### config.mk
export PLATFORM = sky130hd
export DESIGN_NAME = xcvr_reg_bus
export DESIGN_NICKNAME = d
export VERILOG_FILES = /design/src/rtl/xcvr_pkg.sv /design/src/rtl/xcvr_dir_ctl.sv /design/src/rtl/xcvr_cap_reg.sv /design/src/rtl/xcvr_src_mux.sv /design/src/rtl/xcvr_reg_bus.sv
export SDC_FILE = /design/constraint.sdc
export NUM_CORES = 1
export LEC_CHECK = 0
export ABC_AREA = 1
export BUFFER_PORTS_ARGS = -buffer_cell sky130_fd_sc_hd__buf_2
export CAP_MARGIN = 15
export CORE_ASPECT_RATIO = 0.9
export CORE_MARGIN = 2
export CORE_UTILIZATION = 49
export CTS_CLUSTER_DIAMETER = 200
export DETAILED_ROUTE_END_ITERATION = 10
export HOLD_SLACK_MARGIN = 0.15
export PLACE_DENSITY = 0.86
export SLEW_MARGIN = 20
export SYNTH_ARGS = -nofsm -noshare
export SYNTH_HDL_FRONTEND = slang
export SYNTH_SLANG_ARGS = --single-unit
### constraint.sdc
create_clock -name clk_i -period 1.35 [get_ports clk_i]
set_input_delay 0.0675 -clock clk_i [delete_from_list [all_inputs] [get_ports clk_i]]
set_output_delay 0.0675 -clock clk_i [all_outputs]
set_load 0.005 [all_outputs]
### src/rtl/xcvr_pkg.sv
package xcvr_pkg;
  typedef enum logic {
    SRC_LIVE   = 1'b0,
    SRC_STORED = 1'b1
  } src_sel_e;
endpackage

### src/rtl/xcvr_dir_ctl.sv
module xcvr_dir_ctl (
  input  logic en_ni,
  input  logic dir_i,
  output logic drv_a_o,
  output logic drv_b_o
);
  assign drv_b_o = ~en_ni & dir_i;
  assign drv_a_o = ~en_ni & ~dir_i;

  always_comb begin

    no_dual_drive_chk : assert (!(drv_a_o && drv_b_o))
      else $error("both buses driven");
  end
endmodule

### src/rtl/xcvr_cap_reg.sv
module xcvr_cap_reg #(
  parameter int W = 8
) (
  input  logic         clk_i,
  input  logic         rst_ni,
  input  logic         strobe_i,
  input  logic [W-1:0] d_i,
  output logic [W-1:0] q_o
);
  logic strobe_q;

  // tracks the strobe level through reset so a held level is not a rise
  always_ff @(posedge clk_i) strobe_q <= strobe_i;

  always_ff @(posedge clk_i or negedge rst_ni) begin
    if (!rst_ni)                   q_o <= '0;
    else if (strobe_i && !strobe_q) q_o <= d_i;
  end


  capture_chk : assert property (@(posedge clk_i) disable iff (!rst_ni)
    $rose(strobe_i) |=> (q_o == $past(d_i)));


  hold_chk : assert property (@(posedge clk_i) disable iff (!rst_ni)
    !$rose(strobe_i) |=> $stable(q_o));
endmodule

### src/rtl/xcvr_src_mux.sv
module xcvr_src_mux
  import xcvr_pkg::*;
#(
  parameter int W = 8
) (
  input  logic         sel_i,
  input  logic [W-1:0] live_i,
  input  logic [W-1:0] stored_i,
  output logic [W-1:0] y_o
);
  src_sel_e src;
  assign src = src_sel_e'(sel_i);

  always_comb begin
    unique case (src)
      SRC_STORED: y_o = stored_i;
      default:    y_o = live_i;
    endcase
  end
endmodule

### src/rtl/xcvr_reg_bus.sv
module xcvr_reg_bus #(
  parameter int LANE_W  = 8,
  parameter int N_LANES = 2,
  localparam int BUS_W  = LANE_W * N_LANES
) (
  input  logic               clk_i,
  input  logic               rst_ni,
  input  logic [N_LANES-1:0] en_ni,
  input  logic [N_LANES-1:0] dir_i,
  input  logic [N_LANES-1:0] cap_ab_i,
  input  logic [N_LANES-1:0] cap_ba_i,
  input  logic [N_LANES-1:0] sel_ab_i,
  input  logic [N_LANES-1:0] sel_ba_i,
  input  logic [BUS_W-1:0]   a_i,
  input  logic [BUS_W-1:0]   b_i,
  output logic [BUS_W-1:0]   a_o,
  output logic [BUS_W-1:0]   a_oe_o,
  output logic [BUS_W-1:0]   b_o,
  output logic [BUS_W-1:0]   b_oe_o
);
  for (genvar h = 0; h < N_LANES; h++) begin : g_lane
    logic              drv_a, drv_b;
    logic [LANE_W-1:0] ab_q, ba_q;

    xcvr_dir_ctl u_ctl (
      .en_ni   (en_ni[h]),
      .dir_i   (dir_i[h]),
      .drv_a_o (drv_a),
      .drv_b_o (drv_b)
    );

    xcvr_cap_reg #(.W(LANE_W)) u_ab_reg (
      .clk_i    (clk_i),
      .rst_ni   (rst_ni),
      .strobe_i (cap_ab_i[h]),
      .d_i      (a_i[h*LANE_W +: LANE_W]),
      .q_o      (ab_q)
    );

    xcvr_cap_reg #(.W(LANE_W)) u_ba_reg (
      .clk_i    (clk_i),
      .rst_ni   (rst_ni),
      .strobe_i (cap_ba_i[h]),
      .d_i      (b_i[h*LANE_W +: LANE_W]),
      .q_o      (ba_q)
    );

    xcvr_src_mux #(.W(LANE_W)) u_b_mux (
      .sel_i    (sel_ab_i[h]),
      .live_i   (a_i[h*LANE_W +: LANE_W]),
      .stored_i (ab_q),
      .y_o      (b_o[h*LANE_W +: LANE_W])
    );

    xcvr_src_mux #(.W(LANE_W)) u_a_mux (
      .sel_i    (sel_ba_i[h]),
      .live_i   (b_i[h*LANE_W +: LANE_W]),
      .stored_i (ba_q),
      .y_o      (a_o[h*LANE_W +: LANE_W])
    );

    assign a_oe_o[h*LANE_W +: LANE_W] = {LANE_W{drv_a}};
    assign b_oe_o[h*LANE_W +: LANE_W] = {LANE_W{drv_b}};

    always_comb begin

      if (en_ni[h])
        isolate_chk : assert (a_oe_o[h*LANE_W +: LANE_W] == '0 &&
                              b_oe_o[h*LANE_W +: LANE_W] == '0)
          else $error("isolated lane drives");

      if (!sel_ab_i[h])
        live_ab_chk : assert (b_o[h*LANE_W +: LANE_W] == a_i[h*LANE_W +: LANE_W])
          else $error("live A path broken");

      if (!sel_ba_i[h])
        live_ba_chk : assert (a_o[h*LANE_W +: LANE_W] == b_i[h*LANE_W +: LANE_W])
          else $error("live B path broken");
    end
  end
endmodule

==> results of run 1 <==
[worst paths after layout]
| kind | to | slack [ns] |
|---|---|---|
| max reg2reg | g_lane[0].u_ba_reg.q_o[5] | 0.10 |
| min reg2reg | g_lane[0].u_ba_reg.q_o[7] | 0.47 |
| max | g_lane[0].u_ba_reg.q_o[5] | 0.06 |
| min | g_lane[0].u_ab_reg.q_o[1] | 0.30 |
| min in group clk_i | a_oe_o[12] | 0.43 |
| max in group asynchronous | g_lane[0].u_ba_reg.q_o[6] | 0.88 |
[where the power goes]
part           switching (W)  internal, W
logic               0.000329     0.000324
registers          0.0000695      0.00120
clock network       0.000347     0.000416
[state kept, by name, indices dropped and copies added, names as in the netlist]
| name | cells |
|---|---|
| g_lane.u_ab_reg.q_o | 16 |
| g_lane.u_ba_reg.q_o | 16 |
| g_lane.u_ab_reg.strobe_q | 2 |
| g_lane.u_ba_reg.strobe_q | 2 |
[metrics by stage]
stage / setup slack, ns / power, W / utilization (%)
after global routing: 0.0184 / 0.00287 / 70.4
after global placement: 0.575 / 0.00183 / 58.7
after detailed placement: 0.572 / 0.00185 / 58.7
after floorplan: 0.659 / 0.00163 / -
final: 0.0569 / 0.00269 / 70.4
after CTS: 0.0469 / 0.00271 / 70.2
[cell type report]
| class | count | area [sq um] |
|---|---|---|
| flip-flops and latches | 36 | 881 |
| clock buffers | 8 | 90.1 |
| fillers | 316 | 1210 |
| inverters | 38 | 143 |
| repair buffers | 148 | 952 |
| well taps | 48 | 60.1 |
| multi-input cells | 168 | 741 |
[routing by layer]
metal  up-vias  GRT usage (%)  wire length [um]
met5         -              0                 0
met4         0           4.63                29
met3         4           5.18               496
met2       119           39.4              2510
met1       935           26.6              2070
li1       1065              -                 -
[worst max-delay path, cell delays in order]
cell	delay [ns]
dlygate4sd3_1	0.55
buf_6	0.15
nand3_1	0.08
dlygate4sd3_1	0.56
nand2_1	0.05
[kinds of logic after synthesis]
| family | after synthesis |
|---|---|
| simple gates | 136 |
| buf+inv | 78 |
| flops | 36 |
| compound gates | 32 |
[placed cells by master, fill, tap and decap left out, drive strengths merged]
cell / n
nand3: 32
inv: 38
nor2: 4
dfxtp: 4
dlygate4sd3: 38
o21ai: 32
dfrtp: 32
buf: 110
clkbuf: 8
nand2: 100
[cells in the mapped netlist, drive strengths merged]
master,number
nor2,4
o21ai,32
dfxtp,4
nand2,100
buf,40
nand3,32
dfrtp,32
inv,38
[timing repair]
item,in CTS,in global routing
hold buffers,38,0
endpoints found under the setup margin,0,1
gates resized for setup,0,3
hold endpoints to repair,68,0
==> results.yml, run 1 <==
clocking:
  clockBufferDepth: 2
  post_cts_buffers: 0
  clock_latency_ns: 0.27
  clk_pin_slew_ns: 0.07
  clock_tree.root_cell: "clkbuf_8"
  cts_tree: "built"
  cts_buffers: 5
  htree_levels: 2
  cts_num_sinks: 36
placement:
  postPlaceCellArea_sq_um: 2390
  dp.cells: 400
  numPortBuffers: 109
  dp_hpwl_mm: 3.09
  place.gp.congestion: 0.803
critical_path:
  end_kind: "register"
  setup.worst_path.start_class: "input port"
  reg2reg_depth: 4
  worstPathMaxFanout: 10
  critPathLaunch: "cap_ba_i[0]"
  worstSetupPathType: "input port to register"
  r2r_start: "g_lane[0].u_ba_reg.strobe_q"
  cp_data_required_time_ns: 1.52
  worstPathArrival_ns: 1.46
timing:
  fin_crit_sh_pct: 95.8
  fmax_mhz: 773
  slew_headroom_pct: 74.9
  max_slew.worst_pin.slew_ns: 0.376
  rsz0062_at_grt: "no"
  setup_tns_ns: 0
  period_needed_ns: 1.29
  fin_skew_ns: 0.00239
  slew_viol_final: 0
  setup_viol: 0
  hold_violations: 0
  hold_ws_ns: 0.299
status:
  status: "finished clean"
synth:
  ys_top_cells_by_area: "dfrtp_1 39%, nand2_1 17%, buf_4 13%, nand3_1 7.7%, o21ai_0 7.7%"
  synth_mux_area_share_pct: 0
  synth-compound-area-share_pct: 7.70
  synthesis.nets: 328
  synth-xor-area-share_pct: 0
  synth.largest_area_cell: "dfrtp_1"
  synth_top_family_by_area: "simple AND/OR/NAND/NOR gates"
  synth_top_area_share_pct: 38.5
  synth_cell_types: 11
  syn_inst: 282
  netlist_area_sq_um: 2080
  ys_seq_area_share_pct: 42.4
  ys_warn_count: 0
  synth_fa_ha_area_share_pct: 0
  yosys.area_share.simple_pct: 27.9
  ys_seq_elements: 36
  syn_avg_cell_area_sq_um: 7.37
die:
  die_width_um: 72.7
  ios: 110
  die_h_um: 65.8
  num_rows: 22
  die_area_sq_um: 4780
  core_area_sq_um: 4070
  initial_core_util_pct: 51.0
routing:
  wl_per_cell_um: 11.5
  drtIter0Drc: 124
  finalWirelength_mm: 5.11
  drtAntennaViolNets: 0
  first_pass_iters: 5
  viasPerCell: 4.76
  drc: 0
  vias: 2123
finish:
  nNetsFinal: 443
  syn_to_final_growth_pct: 37.8
  drive_above_1_share_pct: 31.2
  final_area_sq_um: 2870
  diodes: 0
  fin_cells: 446
grt:
  grt_pass1_vias: 1896
  grt_overflow: 0
  antenna_found_initial: 0
  groute.usage.overall_pct: 21.9
  grt_max_degree: 33
  grt_pass1_wl_mm: 8.32
power_and_ir_drop:
  p_leak_nw: 1.72
  peakVddDrop_mv: 0.699
  p_per_area_nw_per_um2: 938
hold_path:
  hold_path_class: "input port to async pin"
job:
  maxCapViolCount: 0
Note: power is estimated with default switching activity, not from simulation.
==> run 2, diff against run 1 <==
--- a/config.mk
+++ b/config.mk
@@ -5,7 +5,7 @@
 export SDC_FILE = /design/constraint.sdc
 export NUM_CORES = 1
 export LEC_CHECK = 0
-export ABC_AREA = 1
+export ABC_CLOCK_PERIOD_IN_PS = 1350
 export BUFFER_PORTS_ARGS = -buffer_cell sky130_fd_sc_hd__buf_2
 export CAP_MARGIN = 15
 export CORE_ASPECT_RATIO = 0.9
==> run 2 against run 1 <==
  * Fmax up 6.6%
  * Final cell count down 30%
  * Synthesized cell count down 48%
  * Combinational power up 18%
  * Clock skew down 0.0015 ns
  * Flip-flop and latch count unchanged
  * Utilization down 0.49 points
  * Clock power up 0.8%
  * First-iteration DRC count down 64%
  * Via count down 32%
  * Largest power group unchanged
==> results.yml, run 2 <==
synth:
  syn_inst: 148
  syn_avg_cell_area_sq_um: 14.0
  ys_warn_count: 0
  synth_top_area_share_pct: 38.6
  synth_edf_count: 0
  ys.flop_type: "dfrtp_1"
  netlist_area_sq_um: 2070
  ys_top_cells_by_area: "dfrtp_1 39%, mux2_2 22%, mux2_4 17%, buf_4 12%, dfxtp_1 3.9%"
  yosys-top-cells-count: "40 x mux2_2, 32 x buf_4, 32 x dfrtp_1, 24 x mux2_4"
  ys_seq_elements: 36
  yosysMostFrequentCell: "mux2_2"
  synthesis.nets: 194
  synth.largest_area_cell: "dfrtp_1"
  synth_cell_types: 11
  ys_seq_area_share_pct: 42.5
  async_flop_share_pct: 88.9
finish:
  final_common_cell: "buf_2"
  diodes: 0
  nNetsFinal: 308
  layout_common_cells: "109 x buf_2, 40 x mux2_2, 37 x dlygate4sd3_1"
  drive_above_1_share_pct: 70.0
  top_regs: "g_lane.u_ab_reg.q_o (16), g_lane.u_ba_reg.q_o (16)"
  syn_to_final_growth_pct: 37.2
  postLayoutCoreUtil_pct: 69.9
  final_area_sq_um: 2850
timing:
  fin_crit_sh_pct: 89.8
  setup_viol: 0
  fmax_mhz: 825
  hold_ws_ns: 0.373
  period_needed_ns: 1.21
  hold_violations: 0
  max_slew.worst_pin.slew_ns: 0.686
  slew_headroom_pct: 54.2
  slew_viol_final: 0
  setup_tns_ns: 0
  fin_skew_ns: 0.000845
  rsz0062_at_grt: "no"
clocking:
  clock_latency_ns: 0.28
  cts_tree: "built"
  clock_tree.root_cell: "clkbuf_8"
  cts_buffers: 5
  cts_num_sinks: 36
  htree_levels: 2
  clockBufferDepth: 2
  clk_pin_slew_ns: 0.07
  cts_resized: 0
grt:
  antenna_found_initial: 0
  grt_pass1_wl_mm: 6.42
  grt_overflow: 0
  groute.usage.overall_pct: 18.0
  grt_max_degree: 33
  grt_pass1_vias: 1453
status:
  status: "finished clean"
critical_path:
  worstSetupPathType: "input port to output port"
  end_kind: "output port"
  setup.worst_path.start_class: "input port"
  worst_path_max_delay_cell: "dlygate4sd3_1"
  crit_chain: "dlygate4sd3_1, buf_2, mux2_2, buf_2"
  cp_data_required_time_ns: 1.28
  worstPathMaxFanout: 2
  critPathMaxStageDelay_ns: 0.56
  cp_common_cell: "buf_2"
  worstPathArrival_ns: 1.15
die:
  die_area_sq_um: 4770
  die_width_um: 72.6
  num_rows: 22
  ios: 110
  initial_core_util_pct: 50.9
  core_area_sq_um: 4070
  die_h_um: 65.7
routing:
  wl_per_cell_um: 13.4
  finalWirelength_mm: 4.18
  drtAntennaViolNets: 0
  vias: 1438
  drtIter0Drc: 45
  first_pass_iters: 2
  drc: 0
  viasPerCell: 4.62
placement:
  place.gp.congestion: 0.731
  postPlaceCellArea_sq_um: 2390
  numPortBuffers: 109
  dp_hpwl_mm: 2.75
power_and_ir_drop:
  p_leak_nw: 1.47
  peakVddDrop_mv: 0.656
  p_per_area_nw_per_um2: 999
hold_path:
  hold_path_class: "input port to async pin"
job:
  maxCapViolCount: 0
-- run 2: path summary, 6_finish.rpt --
kind / slack (ns) / end / from / cells after the start
max in group asynchronous: 0.53 / g_lane[0].u_ba_reg.q_o[6] / rst_ni / 2
max: 0.14 / a_o[9] / b_i[9] / 4
min: 0.37 / g_lane[1].u_ab_reg.q_o[0] / rst_ni / 2
max reg2reg: 0.27 / g_lane[1].u_ba_reg.q_o[6] / g_lane[1].u_ba_reg.strobe_q / 2
min reg2reg: 0.50 / g_lane[1].u_ab_reg.q_o[2] / g_lane[1].u_ab_reg.q_o[2] / 1
min in group clk_i: 0.43 / b_oe_o[6] / en_ni[0] / 3
-- run 2: logic make-up after synthesis --
| kind of cell | synth area share, % |
|---|---|
| multiplexers | 39.1 |
| flip-flops | 42.5 |
| buffers and inverters | 14.2 |
| AND/OR/NAND/NOR | 4.28 |
-- run 2: worst max-delay path, delay by kind of cell --
kind	cells	cell delay (ns)
mux	1	0.25
buf+inv	3	0.82
-- run 2: layer usage --
metal | track usage (%) | wire (um) | up-vias
met1 | 19.1 | 1650 | 666
met2 | 32.0 | 2180 | 55
li1 | - | - | 706
met5 | 0 | 0 | -
met4 | 7.64 | 114 | 0
met3 | 6.44 | 232 | 11
-- run 2: layout make-up --
class / instances / area [sq um]
timing repair buffer: 146 / 916
clock buffer: 8 / 90.1
sequential: 36 / 881
tap: 48 / 60.1
multi-input combinational: 73 / 900
fill: 288 / 1230
-- run 2: report_power, final --
part	total, W	internal, W	switching, W
logic	0.000772	0.000514	0.000258
clock network	0.000769	0.000416	0.000353
registers	0.00130	0.00122	0.0000784
total	0.00284	0.00216	0.000689
-- run 2: repair_timing --
action	CTS	global route
endpoints found under the hold margin	68	0
buffers inserted	0	0
hold buffers	37	0
-- run 2: per-stage QoR --
stage               setup slack [ns]  total power [W]  cells
CTS                            0.156          0.00287    311
global placement               0.305          0.00199    266
detailed placement             0.275          0.00201    266
floorplan                      0.386          0.00179    148
finish                         0.137          0.00284    311
global route                   0.112          0.00301    311
